<file path="src/rtl/dup_recovery_pkg.sv">
package dup_recovery_pkg;

  typedef enum logic [2:0] {
    ST_RUN,
    ST_RETRY,
    ST_ROLL,
    ST_SWAP,
    ST_HALT
  } recState_t;

  typedef enum logic [1:0] {
    PH_RETRY,
    PH_ROLL,
    PH_SWAP
  } phaseSel_t;

  // Strobes from the control FSM to the counting datapath
  typedef struct packed {
    logic      wdLoad;
    logic      wdRun;
    logic      detInc;
    logic      detClr;
    logic      quietClr;
    logic      quietRun;
    logic      phaseLoad;
    phaseSel_t phaseSel;
  } ctrlStrobe_t;

endpackage

</file>
<file path="src/rtl/dup_recovery_dp.sv">
module dup_recovery_dp
  import dup_recovery_pkg::*;
#(
  parameter int WD_W     = 8,
  parameter int CNT_W    = 4,
  parameter int QUIET_W  = 8,
  parameter int BOFF_CYC = 2,
  parameter int ROLL_CYC = 4,
  parameter int SWAP_CYC = 8
) (
  input  logic               clk,
  input  logic               rstN,
  input  ctrlStrobe_t        strb,
  input  logic [WD_W-1:0]    wdReload,
  input  logic [CNT_W-1:0]   detectLimit,
  input  logic [QUIET_W-1:0] quietLimit,
  output logic               wdExpire,
  output logic               limitHit,
  output logic               quietDone,
  output logic               phaseDone
);

  localparam int MAX_A    = (BOFF_CYC > ROLL_CYC) ? BOFF_CYC : ROLL_CYC;
  localparam int MAX_PH   = (MAX_A > SWAP_CYC) ? MAX_A : SWAP_CYC;
  localparam int PH_W     = $clog2(MAX_PH + 1);
  localparam logic [PH_W-1:0] BOFF_LD = PH_W'(BOFF_CYC - 1);
  localparam logic [PH_W-1:0] ROLL_LD = PH_W'(ROLL_CYC - 1);
  localparam logic [PH_W-1:0] SWAP_LD = PH_W'(SWAP_CYC - 1);

  logic [WD_W-1:0]    wdCount;
  logic [CNT_W-1:0]   detCount;
  logic [QUIET_W-1:0] quietCnt;
  logic [PH_W-1:0]    phaseCnt;
  logic [PH_W-1:0]    phaseLd;
  logic [CNT_W-1:0]   effLimit;

  // Watchdog down-counter
  always_ff @(posedge clk or negedge rstN) begin
    if (!rstN)                          wdCount <= '1;
    else if (strb.wdLoad)               wdCount <= wdReload;
    else if (strb.wdRun && wdCount != '0) wdCount <= wdCount - 1'b1;
  end
  assign wdExpire = (wdCount == '0);

  // Consecutive detection counter, saturating
  always_ff @(posedge clk or negedge rstN) begin
    if (!rstN)                             detCount <= '0;
    else if (strb.detClr)                  detCount <= '0;
    else if (strb.detInc && detCount != '1) detCount <= detCount + 1'b1;
  end
  assign effLimit = (detectLimit == '0) ? CNT_W'(1) : detectLimit;
  assign limitHit = ({1'b0, detCount} + 1'b1) >= {1'b0, effLimit};

  // Error-free window counter
  always_ff @(posedge clk or negedge rstN) begin
    if (!rstN)                              quietCnt <= '0;
    else if (strb.quietClr)                 quietCnt <= '0;
    else if (strb.quietRun && !quietDone)   quietCnt <= quietCnt + 1'b1;
  end
  assign quietDone = (quietCnt >= quietLimit);

  // Recovery window length selection
  always_comb begin
    unique case (strb.phaseSel)
      PH_ROLL: phaseLd = ROLL_LD;
      PH_SWAP: phaseLd = SWAP_LD;
      default: phaseLd = BOFF_LD;
    endcase
  end

  always_ff @(posedge clk or negedge rstN) begin
    if (!rstN)                 phaseCnt <= '0;
    else if (strb.phaseLoad)   phaseCnt <= phaseLd;
    else if (phaseCnt != '0)   phaseCnt <= phaseCnt - 1'b1;
  end
  assign phaseDone = (phaseCnt == '0);

endmodule

</file>
<file path="src/rtl/dup_recovery_fsm.sv">
module dup_recovery_fsm
  import dup_recovery_pkg::*;
(
  input  logic        clk,
  input  logic        rstN,
  input  logic        parityErr,
  input  logic        wdKick,
  input  logic        wdExpire,
  input  logic        limitHit,
  input  logic        quietDone,
  input  logic        phaseDone,
  output ctrlStrobe_t strb,
  output logic        backoff,
  output logic        ckptRestore,
  output logic        mainHold,
  output logic        goSpare,
  output logic        spareEnable,
  output logic        failStop
);

  recState_t state, nextState;
  logic      onSpare, nextOnSpare;
  logic      evt;

  assign evt = parityErr || wdExpire;

  always_comb begin
    strb        = '0;
    nextState   = state;
    nextOnSpare = onSpare;
    unique case (state)
      ST_RUN: begin
        strb.wdRun    = 1'b1;
        strb.quietRun = 1'b1;
        strb.wdLoad   = wdKick;
        if (evt) begin
          strb.wdLoad    = 1'b1;
          strb.quietClr  = 1'b1;
          strb.phaseLoad = 1'b1;
          if (limitHit) begin
            strb.detClr = 1'b1;
            if (onSpare) begin
              nextState = ST_HALT;
            end else begin
              nextState     = ST_SWAP;
              strb.phaseSel = PH_SWAP;
              nextOnSpare   = 1'b1;
            end
          end else begin
            strb.detInc = 1'b1;
            // rollback outranks retry on a shared edge
            if (wdExpire) begin
              nextState     = ST_ROLL;
              strb.phaseSel = PH_ROLL;
            end else begin
              nextState     = ST_RETRY;
              strb.phaseSel = PH_RETRY;
            end
          end
        end else if (quietDone) begin
          strb.detClr = 1'b1;
        end
      end
      ST_RETRY, ST_ROLL, ST_SWAP: begin
        strb.wdLoad   = 1'b1;
        strb.quietClr = 1'b1;
        if (phaseDone) nextState = ST_RUN;
      end
      default: begin
        strb.wdLoad   = 1'b1;
        strb.quietClr = 1'b1;
      end
    endcase
  end

  always_ff @(posedge clk or negedge rstN) begin
    if (!rstN) begin
      state   <= ST_RUN;
      onSpare <= 1'b0;
    end else begin
      state   <= nextState;
      onSpare <= nextOnSpare;
    end
  end

  assign backoff     = (state == ST_RETRY);
  assign ckptRestore = (state == ST_ROLL) || (state == ST_SWAP);
  assign mainHold    = (state == ST_ROLL) || (state == ST_SWAP) || (state == ST_HALT);
  assign goSpare     = (state == ST_SWAP);
  assign spareEnable = onSpare;
  assign failStop    = (state == ST_HALT);

endmodule

</file>
<file path="src/rtl/dup_recovery_ctrl.sv">
module dup_recovery_ctrl
  import dup_recovery_pkg::*;
#(
  parameter int WD_W     = 8,
  parameter int CNT_W    = 4,
  parameter int QUIET_W  = 8,
  parameter int BOFF_CYC = 2,
  parameter int ROLL_CYC = 4,
  parameter int SWAP_CYC = 8
) (
  input  logic               clk,
  input  logic               rstN,
  input  logic               parityErr,
  input  logic               wdKick,
  input  logic [WD_W-1:0]    wdReload,
  input  logic [CNT_W-1:0]   detectLimit,
  input  logic [QUIET_W-1:0] quietLimit,
  output logic               backoff,
  output logic               ckptRestore,
  output logic               mainHold,
  output logic               goSpare,
  output logic               spareEnable,
  output logic               failStop
);

  ctrlStrobe_t strb;
  logic wdExpire, limitHit, quietDone, phaseDone;

  dup_recovery_fsm fsm_i (
    .clk(clk), .rstN(rstN), .parityErr(parityErr), .wdKick(wdKick),
    .wdExpire(wdExpire), .limitHit(limitHit), .quietDone(quietDone),
    .phaseDone(phaseDone), .strb(strb), .backoff(backoff),
    .ckptRestore(ckptRestore), .mainHold(mainHold), .goSpare(goSpare),
    .spareEnable(spareEnable), .failStop(failStop)
  );

  dup_recovery_dp #(
    .WD_W(WD_W), .CNT_W(CNT_W), .QUIET_W(QUIET_W),
    .BOFF_CYC(BOFF_CYC), .ROLL_CYC(ROLL_CYC), .SWAP_CYC(SWAP_CYC)
  ) dp_i (
    .clk(clk), .rstN(rstN), .strb(strb), .wdReload(wdReload),
    .detectLimit(detectLimit), .quietLimit(quietLimit),
    .wdExpire(wdExpire), .limitHit(limitHit), .quietDone(quietDone),
    .phaseDone(phaseDone)
  );

endmodule

</file>
<file path="config.mk">
export PLATFORM = sky130hd
export DESIGN_NAME = dup_recovery_ctrl
export DESIGN_NICKNAME = d
export VERILOG_FILES = /design/src/rtl/dup_recovery_pkg.sv /design/src/rtl/dup_recovery_dp.sv /design/src/rtl/dup_recovery_fsm.sv /design/src/rtl/dup_recovery_ctrl.sv
export SDC_FILE = /design/constraint.sdc
export NUM_CORES = 1
export LEC_CHECK = 0
export ABC_AREA = 1
export BUFFER_PORTS_ARGS = -buffer_cell sky130_fd_sc_hd__buf_4
export CORE_UTILIZATION = 61
export CTS_CLUSTER_SIZE = 16
export DETAILED_ROUTE_END_ITERATION = 12
export PLACE_DENSITY = 0.85
export RECOVER_POWER = 50
export SYNTH_ARGS = -nofsm -noshare
export SYNTH_HDL_FRONTEND = slang
export SYNTH_SLANG_ARGS = --single-unit
</file>
<file path="constraint.sdc">
create_clock -name clk -period 6.35 [get_ports clk]
set_clock_uncertainty 0.2 [all_clocks]
set_input_delay 1.27 -clock clk [delete_from_list [all_inputs] [get_ports clk]]
set_output_delay 1.27 -clock clk [all_outputs]
set_load 0.01 [all_outputs]
</file>
# Yosys cells after proc, flatten, opt, wreduce, memory -nomap -nowiden
# Index checks and enable logic that the tools add are counted.
# classes
addsub	5
n_lt_le_gt_ge	2
eq_ne	9
n_mux	31
reduce_logical	21
# op_table
op	n
2-to-1 mux 8 bit	4
2-to-1 mux 4 bit	6
2-to-1 mux 3 bit	6
case mux 3 bit (2 select lines)	2
2-to-1 mux 1 bit	10
nonzero test 2 bit	5
adder 8 x 1 -> 8 bit, second input constant	1
greater-or-equal comparator 8 bit	1
logical NOT 4 bit	2
logical NOT 8 bit	1
nonzero test 8 bit	1
subtractor 8 x 1 -> 8 bit, second input constant	1
== test 3 x 2 -> 1 bit, second input constant	2
2-to-1 mux 2 bit	3
AND reduction 3 bit	2
adder 4 x 1 -> 5 bit, second input constant	1
greater-or-equal comparator 5 x 4 -> 1 bit	1
adder 4 x 1 -> 4 bit, second input constant	1
inequality test 2 x 1 -> 1 bit, second input constant	2
inequality test 4 bit, second input constant	1
nonzero test 4 bit	1
subtractor 4 x 1 -> 4 bit, second input constant	1
== test 3 x 1 -> 1 bit, second input constant	1
== test 3 bit, second input constant	1
other kinds (7)	11
# word_totals
ff_bits	28
in_bits	24

# Logic depth before layout (Yosys ltp)
# Gate-level depths: netlist of the first run.
# logic_depth
depth_word	9
mapped_depth	14

# Cells and area by module
# From an unflattened synthesis of the first run, not the netlist that was laid out.
# hier_totals
hier_cells	293
area_unflattened_um2	2128.3
# modules_own_cells
module	instances	cells_each	area_each_um2	seq_area_each_um2
dup_recovery_dp	1	243	1793.0	610.6
dup_recovery_fsm	1	50	335.3	100.1

# Worst setup path after synthesis of the first run
# Ideal clock, no wire load.
# synth_timing
kind	input to register
from	input detectLimit[2]
to	register dp_i.phaseCnt[1]
setup_time_ns	0.083
arrival_time_ns	2.942
t_required_ns	6.067
slack_ns	3.126
cell_stages	12
n_path_buf	0
path_cell_list	inv_1 -> a31o_2 -> ha_1 -> nand2_1 -> nor2_1 -> nand2_1 -> inv_1 -> nor2_1 -> nand3_1 -> ha_1 -> or2_2 -> o21ai_0
# synth_via
elab_chain_cells	9
word_cells_on_any_way	10
# synth_rtl
item	line_no	text
start: declaration	dup_recovery_ctrl.sv:16	input logic [CNT_W-1:0] detectLimit,
logical NOT 4 bit	dup_recovery_dp.sv:51	assign effLimit = (detectLimit == '0) ? CNT_W'(1) : detectLimit;
2-to-1 mux 4 bit (*)	dup_recovery_dp.sv:51	
greater-or-equal comparator 5 x 4 -> 1 bit (*)	dup_recovery_dp.sv:52	assign limitHit = ({1'b0, detCount} + 1'b1) >= {1'b0, effLimit};
2-to-1 mux 2 bit (*)	dup_recovery_fsm.sv:40	if (limitHit) begin
2-to-1 mux 3 bit (*)	dup_recovery_fsm.sv:36	if (evt) begin
2-to-1 mux 4 bit (*)	dup_recovery_fsm.sv:31	unique case (state)
== test 2 bit / == test 2 x 1 -> 1 bit (equally long branches)	dup_recovery_dp.sv:64	unique case (strb.phaseSel)
case mux 3 bit (2 select lines) (*)	dup_recovery_dp.sv:64	
2-to-1 mux 4 bit (*)	dup_recovery_dp.sv:73	else if (strb.phaseLoad) phaseCnt <= phaseLd;
end signal: assignment	dup_recovery_dp.sv:73	
end signal: assignment	dup_recovery_dp.sv:74	else if (phaseCnt != '0) phaseCnt <= phaseCnt - 1'b1;
end: declaration	dup_recovery_dp.sv:33	logic [PH_W-1:0] phaseCnt;
# Every way passes the cells marked *; elsewhere a longest branch is shown, timed or not.
# A chain may end at the register's enable or synchronous reset.

# Worst setup path in the final report of the first run
# Ends and elaborated chain as after synthesis.

==> results of run 1 <==
-- path summary, 6_finish.rpt --
path                                   from          endpoint  slack, ns
max reg2reg                dp_i.detCount[0]  dp_i.phaseCnt[1]       3.49
min in group asynchronous              rstN  dp_i.quietCnt[6]       1.05
min reg2reg                  fsm_i.state[0]    fsm_i.state[0]       0.33
max in group asynchronous              rstN  dp_i.quietCnt[7]       4.05
min                          fsm_i.state[0]    fsm_i.state[0]       0.33
max                          detectLimit[2]  dp_i.phaseCnt[1]       3.26
-- critical path, cell delays in order --
cell and delay, ns:
buf_4 0.08, inv_1 0.04, a31o_2 0.24, ha_1 0.26, nand2_1 0.07, nor2_1 0.04, nand2_1 0.10, inv_1 0.06
nor2_1 0.25, nand3_1 0.12, ha_1 0.29, or2_2 0.29, o21ai_0 0.07
-- cells in the final DEF (no fill, tap or decap) --
master,synthesis,final
inv_2,4,4
clkinv_2,1,1
nand2_4,3,3
o21ai_0,5,5
clkbuf_4,0,3
a31o_2,1,1
dfstp_2,8,8
nor2_1,18,18
bufinv_16,0,1
xor2_1,9,9
o21ai_2,8,8
nand2_2,3,2
or2_0,0,1
dfrtp_1,20,20
inv_1,37,37
a211oi_1,1,1
nand3_1,35,35
nor2_2,2,2
nand4_1,8,8
ha_1,18,18
a21oi_1,3,3
nor2_4,2,2
nor3_1,3,3
or2_2,2,2
clkbuf_1,0,1
buf_4,0,28
o21bai_1,0,1
nand2_1,60,61
xnor2_1,4,4
o21a_1,1,1
-- metrics by stage --
step	total power [mW]	hold WS (ns)	util	worst slack, ns	instance area (um2)
final	0.340	0.331	0.744	3.26	2310
after global routing	0.356	0.368	0.744	3.17	2310
after CTS	0.342	0.332	0.750	3.27	2330
after detailed placement	0.227	0.296	0.733	2.91	2270
after global placement	0.226	0.288	0.733	2.95	2270
after floorplan	0.209	0.269	-	3.13	2040
-- power groups by stage --
stage / combinational [mW] / sequential [mW] / clock [mW]
5_1_grt: 0.0431 / 0.186 / 0.127
3_5_place_dp: 0.0386 / 0.189 / 0
4_1_cts: 0.0387 / 0.186 / 0.118
6_report: 0.0369 / 0.186 / 0.118
2_1_floorplan: 0.0210 / 0.188 / 0
3_3_place_gp: 0.0376 / 0.189 / 0
-- kinds of logic after synthesis --
logic type      Yosys count
simple gates            137
buf+inv                  45
flops                    28
compound gates           20
fa+ha+maj                18
xor+xnor                 13
-- state kept, by name, indices dropped and copies added (netlist names) --
register / flops
fsm_i.state: 3
dp_i.quietCnt: 8
dp_i.detCount: 4
dp_i.phaseCnt: 4
dp_i.wdCount: 8
fsm_i.spareEnable: 1
-- metal layers --
layer,GRT usage,part of all wire,vias up
li1,-,-,900
met1,0.303,0.48,775
met2,0.417,0.48,30
met3,0.0346,0.026,8
met4,0.0963,0.019,0
met5,0,0,-
-- layout make-up --
| cell class | count | area share |
|---|---|---|
| repair buffers | 29 | 0.0927 |
| multi-input cells | 188 | 0.484 |
| well taps | 44 | 0.0238 |
| flip-flops and latches | 28 | 0.308 |
| inverters | 42 | 0.0688 |
| clock buffers | 3 | 0.00976 |
| clock inverters | 1 | 0.0130 |
==> summary.txt, run 1 <==
Worst setup path
  – Worst setup EP type: register
  – Reg2reg path depth: 12
  – Worst setup SP type: input pin
  – Crit-path max FO: 5
  – Kind of critical path: in2reg
  – Worst EP arrival: 3.17 ns
  – Critical Path RT: 6.42 ns

Route
  – DRC errors left: 0
  – Drt total wl: 3.66 mm
  – DRT Pass-1 Iters: 4
  – Via count: 1713
  – DR iter-0 viols: 59
  – Detail-routed via count per cell: 5.11
  – ANT nets after route: 0
  – WL/cell: 10.9 um

Die
  – Placeable Area: 3100 um2
  – Initial Util: 0.656
  – Die height: 59.8 um
  – Die width: 59.8 um
  – Full die area: 3570 um2
  – Top Ports: 30
  – Row cnt: 20

STA
  – Max-slew violations: 0
  – Fmax: 323 MHz
  – Crit share post-route: 0.487
  – Slew @ Worst Pin: 1.45 ns
  – Total negative setup slack: 0 ns
  – Final Hold Viols: 0
  – RSZ-0062 raised after global routing: false
  – Setup violators final: 0
  – Slew HR: 0.0310
  – Tmin final: 3.09 ns

Global route
  – Vias in the first global route: 1651
  – Pin count of the biggest net entering global routing: 29
  – First-pass GRT wire length: 6.57 mm
  – Initial antenna violation count: 0
  – Total GRT Usage: 0.242
  – Grt ovf: 0

CTS
  – Clock transition at path regs: 0.16 ns
  – Clock sink count: 28
  – Cts hold-fix bufs: 0
  – Htree depth: 1
  – Clk buf depth: 2
  – CTS tree: done
  – Post-CTS Setup Repair Bufs: 0
  – Post-CTS Resized: 0
  – Total CTS buffers: 3
  – Insertion delay to the later sink of the worst-skew pair: 0.34 ns
  – Root buffer cell: clkbuf_4

Yosys
  – Mapped Cells: 261
  – Top FF cell, synth: dfrtp_1
  – Netlist area before placement: 2040 um2
  – Synth warnings: 0
  – Asr flop ratio synth: 1.00
  – Area share of the largest cell type after synthesis: 0.246
  – Synth area leaders: dfrtp_1 (25%), ha_1 (11%), nand2_1 (11%)
  – Synth Area in Simple Gates: 0.314
  – Post-synthesis register bit count: 28
  – Synth Net Count: 303
  – Mux contribution to synthesized area: 0
  – Synth Area in XOR/XNOR: 0.0559
  – Largest family of logic cells by synthesized area: simple AND/OR/NAND/NOR gates
  – Cell with the most instances after synthesis: nand2_1
  – Compound-gate portion of the synthesized area: 0.0749
  – Adder-Cell Fraction of Synth Area: 0.111
  – Synth area leader: dfrtp_1
  – Most frequent cells after synthesis: nand2_1 (60), inv_1 (37), nand3_1 (35)
  – Post-Syn Area per Cell: 7.80 um2
  – Post-synth EDFFs: 0
  – Count of cell types in the netlist: 29
  – Sequential area share after synthesis: 0.349

Cells and area
  – Fin cells: 335
  – Fill count: 269
  – Multi-input gate area: 1120 um2
  – FF/Latch Area: 711 um2
  – Share of layout cells above drive strength 1: 0.223
  – Diode count: 0
  – Area delta synth->final: 13.3%
  – Final net count: 334

Placed design
  – DP HPWL: 2.91 mm
  – GP Congestion: 0.805
  – Placed cells: 331
  – PortBufs: 29

Outcome
  – Outcome: complete, no violations

Flow run
  – Max-cap check violation count: 0

Worst hold path
  – Hold Path Class: reg2reg
  – Hold path depth: 2

Power and ir drop
  – Clock share of power: 0.346
  – Logic pwr share: 0.109
  – Sw Pwr: 0.0751 mW
  – Sw frac: 0.221
  – Worst vdd ir: 0.0000709 V
  – P_leak: 1.27 nW
  – Pwr Density: 147 nW/um2
  – Pint: 0.265 mW
  – Seq pwr share: 0.546
(Power assumes the default switching activity.)
==> run 2, diff against run 1 <==
CORE_UTILIZATION = 52   (was 61)
PLACE_DENSITY = 0.78   (was 0.85)
clock period = 2.6 ns   (was 6.35 ns; I/O delays follow)
==> run 2 against run 1 <==
The run now ends with max-capacitance violations, max-slew violations left. First-iteration DRC count up 75%. Critical path depth fell by 1. Die area increased by 17%. Wire length up 5.7%. Register-to-register slack got worse by 3.4 ns. Highest routed layer unchanged.
==> summary.txt, run 2 (same netlist as run 1, synthesis figures left out) <==
Global route
  – First-pass GRT wire length: 6.61 mm (+0.64%)
  – Total GRT Usage: 0.203 (-0.0391)
  – Initial antenna violation count: 0 (unchanged)
  – Pin count of the biggest net entering global routing: 29 (unchanged)
  – Grt ovf: 0 (unchanged)
  – Vias in the first global route: 1584 (-4.1%)

Worst setup path
  – Largest stage delay, worst path: 0.44 ns (+0.15 ns)
  – Crit-path cells: ha_4 -> xor2_2 -> ha_1 -> nand2_1 -> inv_1 -> nand4_1 -> nand3_1 -> nor2_2 -> nand3_1 -> ha_1 -> or2_4 -> o21ai_2
  – Kind of critical path: reg2reg
  – Worst setup SP type: register
  – Worst setup EP type: register
  – Critical-path top delay cell: dfrtp_1
  – Crit-path max FO: 4 (-1)
  – Worst EP arrival: 2.53 ns (-0.64 ns)
  – WP buf/inv: 1 (-2)
  – Critical Path RT: 2.61 ns (-3.81 ns)
  – Setup slack, reg-to-reg: 0.08 ns (-3.41 ns)
  – Cell class contributing the biggest share of worst-path delay: adder cells

CTS
  – Root buffer cell: clkbuf_8
  – Insertion delay to the later sink of the worst-skew pair: 0.28 ns (-0.06 ns)
  – Clock sink count: 28 (unchanged)
  – Clk buf depth: 2 (unchanged)
  – CTS tree: done
  – Total CTS buffers: 3 (unchanged)
  – Htree depth: 1 (unchanged)
  – Clock transition at path regs: 0.10 ns (-0.06 ns)

STA
  – Slew HR: -0.00659 (-0.0376)
  – RSZ-0062 raised after global routing: true
  – Setup violators final: 0 (unchanged)
  – Max-slew violations: 29 (+29)
  – Slew @ Worst Pin: 1.51 ns (+0.0564 ns)
  – Crit share post-route: 0.969
  – Fmax: 397 MHz
  – Tmin final: 2.52 ns
  – Final Hold Viols: 0 (unchanged)

Route
  – DRC errors left: 0 (unchanged)
  – ANT nets after route: 0 (unchanged)
  – DR WL met3: 141 um (+45%)
  – Via count: 1748 (+2.0%)
  – Drt total wl: 3.87 mm (+5.7%)
  – DRT Pass-1 Iters: 4 (unchanged)
  – M1 WL: 1.80 mm (+2.7%)
  – DR top layer: met4
  – WL/cell: 11.3 um (+2.9%)
  – Met2 wire length: 1.90 mm (+9.0%)
  – Detail-routed via count per cell: 5.08 (-0.63%)
  – DR iter-0 viols: 103 (+75%)

Cells and area
  – Final core utilization: 0.653 (-0.0914)
  – Share of layout cells above drive strength 1: 0.260 (+0.0368)
  – Commonest non-fill, non-tap cell in the layout: nand2_1
  – Area delta synth->final: 19.0%
  – Diode count: 0 (unchanged)
  – Top Registers: dp_i.quietCnt: 8 flops, dp_i.wdCount: 8 flops
  – Most frequent cells in the layout: nand2_1 (60), inv_1 (36), nand3_1 (33)
  – Multi-input gate area: 1180 um2 (+5.4%)
  – FF/Latch Area: 711 um2 (unchanged)
  – Fill count: 336 (+25%)
  – Fin area: 2420 um2 (+5.0%)
  – Fin cells: 344 (+2.7%)
  – Final net count: 339 (+1.5%)

Die
  – Row cnt: 22 (+10%)
  – Top Ports: 30 (unchanged)
  – Initial Util: 0.548 (-0.108)
  – Full die area: 4170 um2 (+17%)
  – Die width: 64.6 um (+8.0%)
  – Placeable Area: 3720 um2 (+20%)
  – Die height: 64.6 um (+8.0%)

Outcome
  – Outcome: finished, violations left
  – Failing checks: max-capacitance violations, max-slew violations

Placed design
  – GP Congestion: 0.831 (+3.3%)
  – Placed Area: 2300 um2 (+1.2%)
  – Placed cells: 338 (+2.1%)
  – PortBufs: 29 (unchanged)
  – DP HPWL: 2.85 mm (-1.8%)

Worst hold path
  – Hold Path Class: in2reg

Power and ir drop
  – P_leak: 1.32 nW (+3.4%)
  – Worst vdd ir: 0.000255 V (+260%)
  – Pwr Density: 369 nW/um2 (+150%)

Flow run
  – Max-cap check violation count: 1 (+1)
run 2: power by group:
| group | total [mW] | internal, mW | leakage, nW | switching [mW] |
|---|---|---|---|---|
| clock network | 0.346 | 0.206 | 0.0357 | 0.139 |
| logic | 0.0971 | 0.0478 | 0.927 | 0.0493 |
| registers | 0.453 | 0.447 | 0.353 | 0.00594 |
run 2: worst min-delay path: stages:
cell and delay [ns]:
buf_4 0.08, nand2_2 0.05, o21ai_2 0.04
run 2: final timing paths:
| kind | startpoint | end | depth (start not counted) |
|---|---|---|---|
| max | dp_i.detCount[1] | dp_i.phaseCnt[1] | 12 |
| min | wdReload[6] | dp_i.wdCount[6] | 3 |
| max reg2reg | dp_i.detCount[1] | dp_i.phaseCnt[1] | 12 |
| min reg2reg | fsm_i.state[0] | fsm_i.state[0] | 2 |
| max in group asynchronous | rstN | dp_i.phaseCnt[3] | 2 |
| min in group asynchronous | rstN | dp_i.quietCnt[1] | 2 |
run 2: per-stage QoR:
stage / setup WS, ns / power, mW / hold WS (ns) / TNS, ns
final: 0.0803 / 0.896 / 0.238 / 0
after CTS: 0.0145 / 0.908 / 0.231 / 0
after floorplan: 0.00836 / 0.511 / 0.0244 / 0
after detailed placement: 0.0422 / 0.557 / 0.259 / 0
after global routing: -0.0450 / 0.936 / 0.231 / -0.0450
after global placement: 0.0913 / 0.554 / 0.259 / 0
run 2: area by class of cell:
type / instances / area share
clock buffers: 3 / 0.0170
inverters: 42 / 0.0655
flip-flops and latches: 28 / 0.293
multi-input cells: 188 / 0.486
clock inverters: 1 / 0.0124
repair buffers: 34 / 0.102
well taps: 48 / 0.0248
run 2: timing repair:
action,CTS,global route
endpoints found under the hold margin,20,0
resized for setup,0,11
hold buffers,1,0
endpoints found under the setup margin,0,1
buffers inserted,0,1
run 2: per-layer routing:
layer	track usage	vias up
li1	-	912
met1	0.244	796
met2	0.358	33
met3	0.0458	7
met4	0.0611	0
met5	0	-
==> run 3, diff against run 2 <==
RECOVER_POWER = 100   (was 50)
==> run 3 against run 2 <==
The run still ends with max-capacitance violations, max-slew violations left. Final area decreased by 0.46%. Worst setup slack about the same. Sequential share of layout area grew 0.14 points. Non-clock buffer count is the same. Clock power is essentially flat. First-iteration DRC count stayed put. Die area unchanged. Hold slack about the same. Global-route usage unchanged. Critical path depth did not move. Core utilization fell by 0.30 points. Highest routed layer unchanged.
==> summary.txt, run 3 (same netlist as run 1, synthesis figures left out) <==
Outcome
  – Outcome: finished, violations left
  – Failing checks: max-capacitance violations, max-slew violations

Power and ir drop
  – Worst vdd ir: 0.000255 V (about the same)
  – Seq pwr share: 0.505 (about the same)
  – Pwr Density: 371 nW/um2 (+0.45%)
  – Power Total: 0.896 mW (about the same)
  – Sw frac: 0.218 (+0.000226)
  – P_leak: 1.30 nW (-0.95%)
  – Pint: 0.701 mW (about the same)
  – Logic pwr share: 0.108 (about the same)
  – Clock share of power: 0.386 (about the same)
  – Sw Pwr: 0.195 mW (about the same)

CTS
  – Root buffer cell: clkbuf_8
  – CTS tree: done
  – Clk buf depth: 2 (unchanged)
  – Clock transition at path regs: 0.10 ns (about the same)
  – Insertion delay to the later sink of the worst-skew pair: 0.28 ns (about the same)
  – Htree depth: 1 (unchanged)
  – Total CTS buffers: 3 (unchanged)
  – Clock sink count: 28 (unchanged)

Global route
  – Pin count of the biggest net entering global routing: 29 (unchanged)
  – First-pass GRT wire length: 6.61 mm (unchanged)
  – Vias in the first global route: 1584 (unchanged)
  – Grt ovf: 0 (unchanged)
  – Total GRT Usage: 0.203 (unchanged)
  – Initial antenna violation count: 0 (unchanged)

Route
  – Detail-routed via count per cell: 5.08 (unchanged)
  – ANT nets after route: 0 (unchanged)
  – DRC errors left: 0 (unchanged)
  – WL/cell: 11.3 um (+0.34%)
  – Via count: 1748 (unchanged)
  – DR iter-0 viols: 103 (unchanged)
  – Drt total wl: 3.89 mm (+0.34%)
  – DRT Pass-1 Iters: 4 (unchanged)

Cells and area
  – Share of layout cells above drive strength 1: 0.243 (-0.0169)
  – Top Registers: dp_i.quietCnt: 8 flops, dp_i.wdCount: 8 flops
  – Final net count: 339 (unchanged)
  – Commonest non-fill, non-tap cell in the layout: nand2_1
  – Most frequent cells in the layout: nand2_1 (60), inv_1 (37), nand3_1 (33)
  – Diode count: 0 (unchanged)
  – Area delta synth->final: 18.5%

Placed design
  – PortBufs: 29 (unchanged)
  – GP Congestion: 0.831 (unchanged)
  – DP HPWL: 2.85 mm (unchanged)
  – Setup slack at placement: 0.0422 ns (unchanged)

STA
  – Crit share post-route: 0.969 (about the same)
  – Slew @ Worst Pin: 1.51 ns (+0.000629 ns)
  – Hold Slack: 0.238 ns (-0.0000680 ns)
  – Total negative setup slack: 0 ns (unchanged)
  – Slew HR: -0.00701 (-0.000420)
  – Final worst slack: 0.0803 ns (+0.00000780 ns)
  – Tmin final: 2.52 ns (-0.00000780 ns)
  – Max-slew violations: 29 (unchanged)
  – Setup violators final: 0 (unchanged)
  – RSZ-0062 raised after global routing: true
  – Final Hold Viols: 0 (unchanged)
  – Fmax: 397 MHz (about the same)

Worst setup path
  – Worst setup SP type: register
  – WP buf/inv: 1 (unchanged)
  – Crit-path max FO: 4 (unchanged)
  – Crit-path cells: ha_4 -> xor2_2 -> ha_1 -> nand2_1 -> inv_1 -> nand4_1 -> nand3_1 -> nor2_2 -> nand3_1 -> ha_1 -> or2_4 -> o21ai_2
  – Worst EP arrival: 2.53 ns (about the same)
  – Worst setup EP type: register
  – Critical-path top delay cell: dfrtp_1
  – Kind of critical path: reg2reg
  – Cell class contributing the biggest share of worst-path delay: adder cells
  – Critical Path RT: 2.61 ns (about the same)
  – Largest stage delay, worst path: 0.44 ns (about the same)

Flow run
  – Max-cap check violation count: 1 (unchanged)

Die
  – Placeable Area: 3720 um2 (unchanged)
  – Row cnt: 22 (unchanged)
  – Full die area: 4170 um2 (unchanged)
  – Die height: 64.6 um (unchanged)
  – Top Ports: 30 (unchanged)
  – Initial Util: 0.548 (unchanged)
  – Die width: 64.6 um (unchanged)

Worst hold path
  – Hold Path Class: in2reg
## run 3: path summary, 6_finish.rpt
path	start	endpoint	slack, ns	cells after the start
max	dp_i.detCount[1]	dp_i.phaseCnt[1]	0.08	12
min	wdReload[6]	dp_i.wdCount[6]	0.24	3
max reg2reg	dp_i.detCount[1]	dp_i.phaseCnt[1]	0.08	12
min reg2reg	fsm_i.state[0]	fsm_i.state[0]	0.29	2
max in group asynchronous	rstN	dp_i.phaseCnt[3]	0.39	2
min in group asynchronous	rstN	dp_i.quietCnt[1]	0.94	2
## run 3: layout make-up
class	instances	area, um2
tap	48	60.1
sequential	28	711
clock buffer	3	41.3
fill	340	1300
timing repair buffer	34	235
multi-input combinational	188	1180
clock inverter	1	30.0
inverter	42	159
## run 3: worst min-delay path, delay by kind of cell
kind / cells / cell delay (ns)
buffers and inverters: 1 / 0.08
and+or+nand+nor: 1 / 0.05
AOI/OAI and AO/OA: 1 / 0.04
## run 3: timing repair
action | 4_1_cts | 5_1_grt
endpoints found under the hold margin | 20 | 0
endpoints found under the setup margin | 0 | 1
setup buffers | 0 | 1
hold buffers | 1 | 0
resized for setup | 0 | 11
## run 3: through the flow
step / util / std cells / cell area, um2
floorplan: - / 261 / 2040
finish: 0.649 / 344 / 2410
global route: 0.649 / 344 / 2410
CTS: 0.641 / 343 / 2380
detailed placement: 0.619 / 338 / 2300
global placement: 0.619 / 338 / 2300
## run 3: power groups by stage
| stage | clock network [mW] | registers (mW) | logic [mW] |
|---|---|---|---|
| finish | 0.346 | 0.453 | 0.0971 |
| CTS | 0.356 | 0.453 | 0.0984 |
| global route | 0.372 | 0.453 | 0.110 |
| detailed placement | 0 | 0.461 | 0.0964 |
| global placement | 0 | 0.461 | 0.0938 |
| floorplan | 0 | 0.460 | 0.0513 |
## run 3: routing by layer
layer,global-route usage,share of wire,vias up,routed length [um]
li1,-,-,911,-
met1,0.244,0.47,795,1810
met2,0.358,0.49,35,1900
met3,0.0458,0.038,7,146
met4,0.0611,0.0075,0,29
met5,0,0,-,0
